==> config.mk <==
export PLATFORM = sky130hd
export DESIGN_NAME = xfer_count_unit
export DESIGN_NICKNAME = d
export VERILOG_FILES = /design/src/rtl/xfer_count_unit.sv
export SDC_FILE = /design/constraint.sdc
export NUM_CORES = 1
export LEC_CHECK = 0
export BUFFER_PORTS_ARGS = -buffer_cell sky130_fd_sc_hd__buf_2
export CORE_ASPECT_RATIO = 0.5
export CORE_MARGIN = 2
export CORE_UTILIZATION = 30
export DETAILED_ROUTE_END_ITERATION = 10
export PLACE_DENSITY = 0.47
export SLEW_MARGIN = 20
export SYNTH_ARGS = -nofsm -noshare
export SYNTH_HDL_FRONTEND = slang
export SYNTH_SLANG_ARGS = --single-unit
==> constraint.sdc <==
create_clock -name clk -period 2.75 [get_ports clk]
set_input_delay 0.6875 -clock clk [delete_from_list [all_inputs] [get_ports clk]]
set_output_delay 0.6875 -clock clk [all_outputs]
set_load 0.01 [all_outputs]
==> src/rtl/xfer_count_unit.sv <==
module xfer_count_unit #(
  parameter int CNT_W = 16
) (
  input  logic             clk,
  input  logic             rst_n,
  input  logic             cfg_wr,
  input  logic [CNT_W-1:0] cfg_wdata,
  input  logic             reload_en,
  input  logic             start,
  input  logic             unit_done,
  input  logic             restart,
  output logic [CNT_W:0]   count_cur,
  output logic             busy,
  output logic             tc_pulse,
  output logic             wait_restart
);

  localparam int WRK_W = CNT_W + 1;
  localparam logic [WRK_W-1:0] FULL_RUN = WRK_W'(1) << CNT_W;
  localparam logic [WRK_W-1:0] ONE      = WRK_W'(1);

  logic [CNT_W-1:0] cnt_reg;
  logic [CNT_W-1:0] rld_reg;
  logic [WRK_W-1:0] work;
  logic             busy_q;
  logic             wait_q;
  logic             armed_q;

  function automatic logic [WRK_W-1:0] expand(input logic [CNT_W-1:0] v);
    return (v == '0) ? FULL_RUN : {1'b0, v};
  endfunction

  wire go     = start & ~busy_q & ~wait_q;
  wire resume = restart & wait_q;
  wire step   = busy_q & unit_done;
  wire last   = step & (work == ONE);

  always_ff @(posedge clk or negedge rst_n) begin
    if (!rst_n) begin
      cnt_reg <= '0;
      rld_reg <= '0;
      armed_q <= 1'b0;
    end else begin
      if (last && armed_q)   cnt_reg <= rld_reg;
      else if (cfg_wr)       cnt_reg <= cfg_wdata;
      if (go && reload_en)   rld_reg <= cnt_reg;
      if (go)                armed_q <= reload_en;
    end
  end

  always_ff @(posedge clk or negedge rst_n) begin
    if (!rst_n) begin
      work   <= '0;
      busy_q <= 1'b0;
      wait_q <= 1'b0;
    end else begin
      if (go || resume) work <= expand(cnt_reg);
      else if (step)    work <= work - ONE;
      if (go || resume) busy_q <= 1'b1;
      else if (last)    busy_q <= 1'b0;
      if (resume)                wait_q <= 1'b0;
      else if (last && armed_q)  wait_q <= 1'b1;
    end
  end

  assign count_cur    = work;
  assign busy         = busy_q;
  assign wait_restart = wait_q;
  assign tc_pulse     = last;

  p_dec_r4: assert property (@(posedge clk) disable iff (!rst_n)
    (busy && unit_done && count_cur > ONE) |=> (count_cur == $past(count_cur) - ONE));

  p_end_r5: assert property (@(posedge clk) disable iff (!rst_n)
    tc_pulse |=> (!busy && !tc_pulse && count_cur == '0));

  p_wait_r7: assert property (@(posedge clk) disable iff (!rst_n)
    (tc_pulse && armed_q) |=> wait_restart);

  p_stop_r6: assert property (@(posedge clk) disable iff (!rst_n)
    (tc_pulse && !armed_q) |=> (!wait_restart && !busy));

  p_hold_r8: assert property (@(posedge clk) disable iff (!rst_n)
    (busy && !unit_done) |=> $stable(count_cur));

  p_ignore_r9: assert property (@(posedge clk) disable iff (!rst_n)
    (!busy && !start && !restart) |=> $stable(count_cur));

  p_excl_r12: assert property (@(posedge clk) disable iff (!rst_n)
    $onehot0({busy, wait_restart}));

endmodule

==> qor.txt, run 1 <==
GRT Residual Overflow = 0
Synth cell types = 35
DP Area = 0.00292 mm²
maximum VDD drop = 0.000250 V
clk root buf = clkbuf_16
RSZ-0062 raised after global routing = no
Slew HR = 0.545
DRT Wirelength = 6070 µm
Lkg Pwr = 1.33 nW
max reg flops = 17
vias per cell = 4.82
vias in the first global route = 1,877
global-route wire length before repair = 9940 µm
H-Tree Level Count = 2
CTS Sinks = 52
Die Wd = 135 µm
starting density of the core = 0.317
initial DRC count = 111
HP Class = flip-flop to flip-flop
# nets final = 292
Setup-failing EPs final = 0
Post-Syn Instances = 221
die area = 0.00943 mm²
Setup CP Type = flip-flop to output port
critical path peak fanout = 7
status = completed
largest net degree at the start of global routing = 53
layout cells sized above 1 = 0.422
Port Buffer Count = 42
Post-DRT Antenna Nets = 0
wire per inst = 16.0 µm
Yosys reg bits = 52
DR DRC count = 0
Req. time, crit path = 2.06 ns
Hold WS = 0.504 ns
Sum Neg Setup Slack = 0 ns
Yosys top cell area share = 0.503
via count = 1,831
fin. max-slew vios = 0
total track usage = 0.137
Final min period = 2.51 ns
crit path launch type = flip-flop
final worst path period share = 0.912
Synth Warn # = 0
row cnt = 23
Worst Skew = 0.00753 ns
DR pass1 iterations = 4
total CTS buffers = 5
Final GP Congestion = 0.817
total of max-cap violations = 0
Slew @ Worst Pin = 0.682 ns
clk_lat worst skew = 0.29 ns
post-synthesis sequential area ratio = 0.503
PwrDens = 763 mW/mm²
Antenna Cells = 0
biggest area consumer among synthesized cells = dfrtp_1
Critical Path AT = 1.82 ns
flop-to-flop setup slack = 0.60 ns
core box area = 0.00817 mm²
mapped cell area = 0.00259 mm²
CP endpoint kind = output port
Tot Pwr = 0.00236 W
TritonCTS clock tree = done
Synth-to-Final Area Change = 19.2%
worst reg2reg path endpoint = cnt_reg[6]$_DFFE_PN0P_
antenna violations before repair = 0
syn nets = 246
CTS Hold Bufs = 0
worst r2r src = count_cur[4]$_DFFE_PN0P_
worst r2r path cells = 5
fmax = 399 MHz
Longest Clk Path Bufs = 2
Critical Path Start = count_cur[11]$_DFFE_PN0P_
critical path endpoint = tc_pulse
Syn Area/Cell = 11.7 µm²
num ports = 43
cells taking the most area after synthesis = dfrtp_1 (50%), mux2_2 (22%), xor2_1 (2.7%)
die height = 69.7 µm
post-DP HPWL = 4380 µm
clock slew at reported path FFs = 0.07 ns
final hold vios = 0
design area = 0.00309 mm²
## through the flow
step / util / std cells / worst slack (ns)
after global placement: 0.357 / 370 / 0.422
final: 0.378 / 380 / 0.242
after global routing: 0.378 / 380 / 0.0365
after floorplan: - / 221 / 0.554
after detailed placement: 0.357 / 370 / 0.379
after CTS: 0.375 / 378 / 0.0599
## metal layers
metal  GRT usage  up-vias  routed length (µm)
met1       0.199      897                3130
met3      0.0373        5                 315
met2       0.205       30                2590
met5           0        -                   0
li1            -      899                   -
met4      0.0278        0                  36
## power by group
group	internal, W	switching, W
Sequential	0.000899	0.000188
Combinational	0.000310	0.000339
Clock	0.000340	0.000281
## layout by cell type, fill, tap and decap left out, types with 2 or more instances in the layout
cell type	synthesis	final
a21oi_1	2	2
a31oi_1	2	2
and2_1	2	2
buf_2	3	42
buf_4	1	6
clkbuf_16	0	5
dfrtp_1	52	52
ha_1	2	2
inv_1	3	3
mux2_2	50	50
nand2_1	18	18
nand2b_1	2	2
nand3_1	12	12
nand4_1	4	4
nor2_1	9	9
nor3_1	4	4
nor4_1	5	4
nor4_2	1	2
o211ai_1	3	3
o21ai_0	11	11
o31ai_1	3	3
or2_2	2	2
or4_1	6	6
xnor2_1	2	2
xor2_1	8	8
## cells by family (layout without fill, tap and decap cells)
group | count (synthesis) | count (layout) | synth area share
XOR/XNOR | 10 | 10 | 0.0338
multiplexers | 50 | 50 | 0.217
buffers and inverters | 12 | 59 | 0.0232
AND/OR/NAND/NOR | 73 | 73 | 0.164
adder cells (fa/ha/maj) | 2 | 2 | 0.00966
AO/OA/AOI/OAI | 22 | 22 | 0.0493
flip-flops | 52 | 52 | 0.503
## cell usage after synthesis (all sizes together)
master and instances:
nand4bb 1, nand2 19, mux2 50, and2 2, clkbuf 4, nand2b 2
ha 2, xnor2 2, buf 5, xor2 8, or2 2, nor4b 1
nand4 4, or4 6, nor3 4, nor3b 2, o31ai 3, and4bb 1
inv 3, a31oi 2, o21ai 12, nand3 12, o211ai 3, dfrtp 52
nor2 10, a21oi 2, nor4 7
## what timing repair did
item,4_1_cts,5_1_grt
setup buffers,0,2
endpoints found under the setup margin,0,1
gates resized for setup,0,1
## worst min path at each step
stage	startpoint	end	slack (ns)	cells past startpoint
floorplan	rst_n	armed_q$_DFFE_PN0P_	0.39	0
global placement	rld_reg[10]$_DFFE_PN0P_	cnt_reg[10]$_DFFE_PN0P_	0.48	1
detailed placement	rld_reg[5]$_DFFE_PN0P_	cnt_reg[5]$_DFFE_PN0P_	0.49	1
CTS	rld_reg[5]$_DFFE_PN0P_	cnt_reg[5]$_DFFE_PN0P_	0.51	1
global route	rld_reg[8]$_DFFE_PN0P_	rld_reg[8]$_DFFE_PN0P_	0.52	1
finish	rld_reg[1]$_DFFE_PN0P_	cnt_reg[1]$_DFFE_PN0P_	0.50	1
## area by class of cell
cell class	instances	area (µm²)
clock buffers	6	129
clock inverters	2	16.3
fillers	835	5090
inverters	3	11.3
multi-input cells	157	1230
flip-flops and latches	52	1300
well taps	112	140
repair buffers	48	255
## critical path, stage by stage (launching register included)
cell and delay [ns]:
dfrtp_1 0.41, nor4_2 0.41, nand2_2 0.18, nor4_2 0.35, buf_2 0.19
No activity file was read; power rests on OpenSTA's default activity.
==> run 2: changes to the inputs <==
--- a/config.mk
+++ b/config.mk
@@ -5,12 +5,13 @@
 export SDC_FILE = /design/constraint.sdc
 export NUM_CORES = 1
 export LEC_CHECK = 0
+export ABC_AREA = 1
 export BUFFER_PORTS_ARGS = -buffer_cell sky130_fd_sc_hd__buf_2
 export CORE_ASPECT_RATIO = 0.5
 export CORE_MARGIN = 2
 export CORE_UTILIZATION = 30
 export DETAILED_ROUTE_END_ITERATION = 10
-export PLACE_DENSITY = 0.47
+export PLACE_DENSITY = 0.46
 export SLEW_MARGIN = 20
 export SYNTH_ARGS = -nofsm -noshare
 export SYNTH_HDL_FRONTEND = slang
==> constraint.sdc (replaced) <==
create_clock -name clk -period 2.75 [get_ports clk]
set_input_delay 0.6875 -clock clk [delete_from_list [all_inputs] [get_ports clk]]
set_output_delay 0.6875 -clock clk [all_outputs]
set_load 0.05 [all_outputs]
==> run 2 against run 1 <==
Net effect: clock power grew 3.2%; final area grew 7.8%; wire length grew 23%; sequential cell count is the same; via count grew 35%; final cell count grew 42%; clock-buffer cell count shrank 1; critical path type unchanged; sequential power grew 13%; synthesized cell count grew 70%; critical endpoint unchanged; setup slack gained 0.18 ns; synthesized area grew 9.9%.
==> qor.txt, run 2 <==
die area = 0.0103 mm² (was 0.00943 mm²)
Clk pwr share = 0.201 (was 0.263)
wire per inst = 13.9 µm (was 16.0 µm)
Tot Pwr = 0.00318 W (was 0.00236 W)
Slew @ Worst Pin = 0.569 ns (was 0.682 ns)
RSZ-0062 raised after global routing = no (unchanged)
final worst path period share = 0.847 (was 0.912)
Syn Area/Cell = 7.58 µm² (was 11.7 µm²)
design area = 0.00333 mm² (was 0.00309 mm²)
CP Cell Sequence = inv_1 > ha_1 > inv_1 > nor2_1 > nand3_2 > nor2_4 > nand2_1 > inv_1 > buf_2 (was nor4_2 > nand2_2 > nor4_2 > buf_2)
initial DRC count = 142 (was 111)
Filler cells = 997 (was 835)
final hold vios = 0 (unchanged)
num ports = 43 (unchanged)
Final min period = 2.33 ns (was 2.51 ns)
critical path peak fanout = 4 (was 7)
TritonCTS clock tree = done (unchanged)
layout cells sized above 1 = 0.206 (was 0.422)
syn nets = 400 (was 246)
total track usage = 0.157 (was 0.137)
clk_lat worst skew = 0.30 ns (was 0.29 ns)
Longest Clk Path Bufs = 2 (unchanged)
antenna violations before repair = 0 (unchanged)
register area = 0.00130 mm² (unchanged)
Net Sw Frac = 0.461 (was 0.343)
DR pass1 iterations = 4 (unchanged)
Post-synth top cells = nand2_1 (107), nand3_1 (56), dfrtp_1 (52) (was dfrtp_1 (52), mux2_2 (50), nand2_1 (18))
fin. max-slew vios = 0 (unchanged)
WP depth = 9 (was 4)
total CTS buffers = 5 (unchanged)
area of the multi-input gates = 0.00132 mm² (was 0.00123 mm²)
Setup CP Type = flip-flop to output port (unchanged)
CP top delay family = buffers and inverters (was simple AND/OR/NAND/NOR gates)
max reg flops = 17 (unchanged)
critical path's slowest cell = dfrtp_1 (unchanged)
most numerous cell in the Yosys netlist = nand2_1 (was dfrtp_1)
FFs w/ async S/R, synth = 1.00 (unchanged)
commonest non-fill, non-tap cell in the layout = nand2_1 (was dfrtp_1)
flop-to-flop setup slack = 1.01 ns (was 0.60 ns)
status = completed (unchanged)
most frequent cells in the layout = nand2_1 (107), nand3_1 (56), dfrtp_1 (52) (was dfrtp_1 (52), mux2_2 (50), buf_2 (42))
biggest area consumer among synthesized cells = dfrtp_1 (unchanged)
DR DRC count = 0 (unchanged)
worst r2r src = wait_restart$_DFFE_PN0P_ (was count_cur[4]$_DFFE_PN0P_)
Critical Path AT = 1.64 ns (was 1.82 ns)
via count = 2,467 (was 1,831)
critical path endpoint = tc_pulse (unchanged)
core box area = 0.00932 mm² (was 0.00817 mm²)
CTS Sinks = 52 (unchanged)
# nets final = 441 (was 292)
clk root buf = clkbuf_16 (unchanged)
vias per cell = 4.59 (was 4.82)
Antenna Cells = 0 (unchanged)
Synth Warn # = 0 (unchanged)
Post-Syn Instances = 375 (was 221)
Req. time, crit path = 2.06 ns (about the same)
Resized Gates After CTS = 0 (unchanged)
die height = 72.8 µm (was 69.7 µm)
GRT Residual Overflow = 0 (unchanged)
crit path launch type = flip-flop (unchanged)
Final GP Congestion = 0.780 (was 0.817)
worst reg2reg path endpoint = count_cur[16]$_DFFE_PN0P_ (was cnt_reg[6]$_DFFE_PN0P_)
Yosys top cell area share = 0.458 (was 0.503)
CP endpoint kind = output port (unchanged)
sw power = 0.00147 W (was 0.000808 W)
row cnt = 25 (was 23)
Logic pwr share = 0.411 (was 0.275)
Port Buffer Count = 42 (unchanged)
largest net degree at the start of global routing = 53 (unchanged)
Synth-to-Final Area Change = 17.0% (was 19.2%)
HP Class = input port to asynchronous set/reset pin (was flip-flop to flip-flop)
mapped cell area = 0.00284 mm² (was 0.00259 mm²)
CP most frequent cell = inv_1 (was nor4_2)
global-route wire length before repair = 12,500 µm (was 9940 µm)
Slew HR = 0.620 (was 0.545)
PwrDens = 957 mW/mm² (was 763 mW/mm²)
Buffers & Inverters on Critical Path = 4 (was 1)
cells taking the most area after synthesis = dfrtp_1 (46%), nand2_1 (14%), nand3_1 (9.9%) (was dfrtp_1 (50%), mux2_2 (22%), xor2_1 (2.7%))
Worst Skew = 0.00640 ns (was 0.00753 ns)
count of flip-flops with a built-in enable after synthesis = 0 (unchanged)
DRT Wirelength = 7480 µm (was 6070 µm)
total of max-cap violations = 0 (unchanged)
Die Wd = 142 µm (was 135 µm)
fmax = 429 MHz (was 399 MHz)
P_int = 0.00171 W (was 0.00155 W)
Critical Path Start = count_cur[1]$_DFFE_PN0P_ (was count_cur[11]$_DFFE_PN0P_)
Post-DRT Antenna Nets = 0 (unchanged)
Seq pwr share = 0.387 (was 0.461)
Lkg Pwr = 1.74 nW (was 1.33 nW)
post-synthesis sequential area ratio = 0.458 (was 0.503)
Setup-failing EPs final = 0 (unchanged)
delay of the slowest critical-path stage = 0.41 ns (about the same)
post-DP HPWL = 5280 µm (was 4380 µm)
worst r2r path cells = 8 (was 5)
starting density of the core = 0.305 (was 0.317)
clock slew at reported path FFs = 0.07 ns (about the same)
DP Area = 0.00318 mm² (was 0.00292 mm²)
Post-CTS Setup Inserts = 0 (unchanged)
Yosys reg bits = 52 (unchanged)
maximum VDD drop = 0.000256 V (was 0.000250 V)
CTS Hold Bufs = 0 (unchanged)
Synth cell types = 28 (was 35)
vias in the first global route = 2,346 (was 1,877)
H-Tree Level Count = 2 (unchanged)
Sum Neg Setup Slack = 0 ns (unchanged)
Synth Flop Type = dfrtp_1 (unchanged)
Final Core Density = 0.357 (was 0.378)
[run 2: cell type report]
cell class / instances / area share
clock buffer: 5 / 0.0376
multi-input combinational: 271 / 0.398
tap: 121 / 0.0455
timing repair buffer: 46 / 0.0760
sequential: 52 / 0.391
clock inverter: 3 / 0.00639
inverter: 40 / 0.0455
[run 2: how the worst min path moves through the flow]
| stage | from | endpoint | depth (start not counted) |
|---|---|---|---|
| final | rst_n | rld_reg[1]$_DFFE_PN0P_ | 2 |
| after global routing | rst_n | cnt_reg[1]$_DFFE_PN0P_ | 2 |
| after CTS | rst_n | rld_reg[2]$_DFFE_PN0P_ | 2 |
| after detailed placement | rld_reg[0]$_DFFE_PN0P_ | rld_reg[0]$_DFFE_PN0P_ | 2 |
| after global placement | rld_reg[1]$_DFFE_PN0P_ | rld_reg[1]$_DFFE_PN0P_ | 2 |
| after floorplan | rst_n | armed_q$_DFFE_PN0P_ | 0 |
[run 2: metrics by stage]
stage | setup WS (ns) | cells | hold slack (ns)
after CTS | 0.396 | 538 | 0.383
after global placement | 0.516 | 530 | 0.466
final | 0.421 | 538 | 0.366
after detailed placement | 0.478 | 530 | 0.467
after global routing | 0.264 | 538 | 0.395
after floorplan | 0.483 | 375 | 0.392
[run 2: routing by layer]
metal,share of wire,GRT usage,vias up
li1,-,-,1279
met1,0.56,0.241,1157
met2,0.41,0.229,26
met3,0.019,0.0302,5
met4,0.0079,0.0367,0
met5,0,0,-
[run 2: power groups by stage]
stage                     combinational [W]  clock [W]  sequential, W
after CTS                           0.00132   0.000665        0.00124
after global placement              0.00131          0        0.00125
after floorplan                    0.000657          0        0.00156
after detailed placement            0.00132          0        0.00125
after global routing                0.00148   0.000691        0.00128
final                               0.00131   0.000640        0.00123
[run 2: cells by family after synthesis]
logic type	Yosys count	synth area share
and+or+nand+nor	235	0.386
adders and majority gates	2	0.00880
xor gates and xnor gates	4	0.0123
AOI/OAI and AO/OA	30	0.0581
DFF	52	0.458
buffers and inverters	52	0.0770
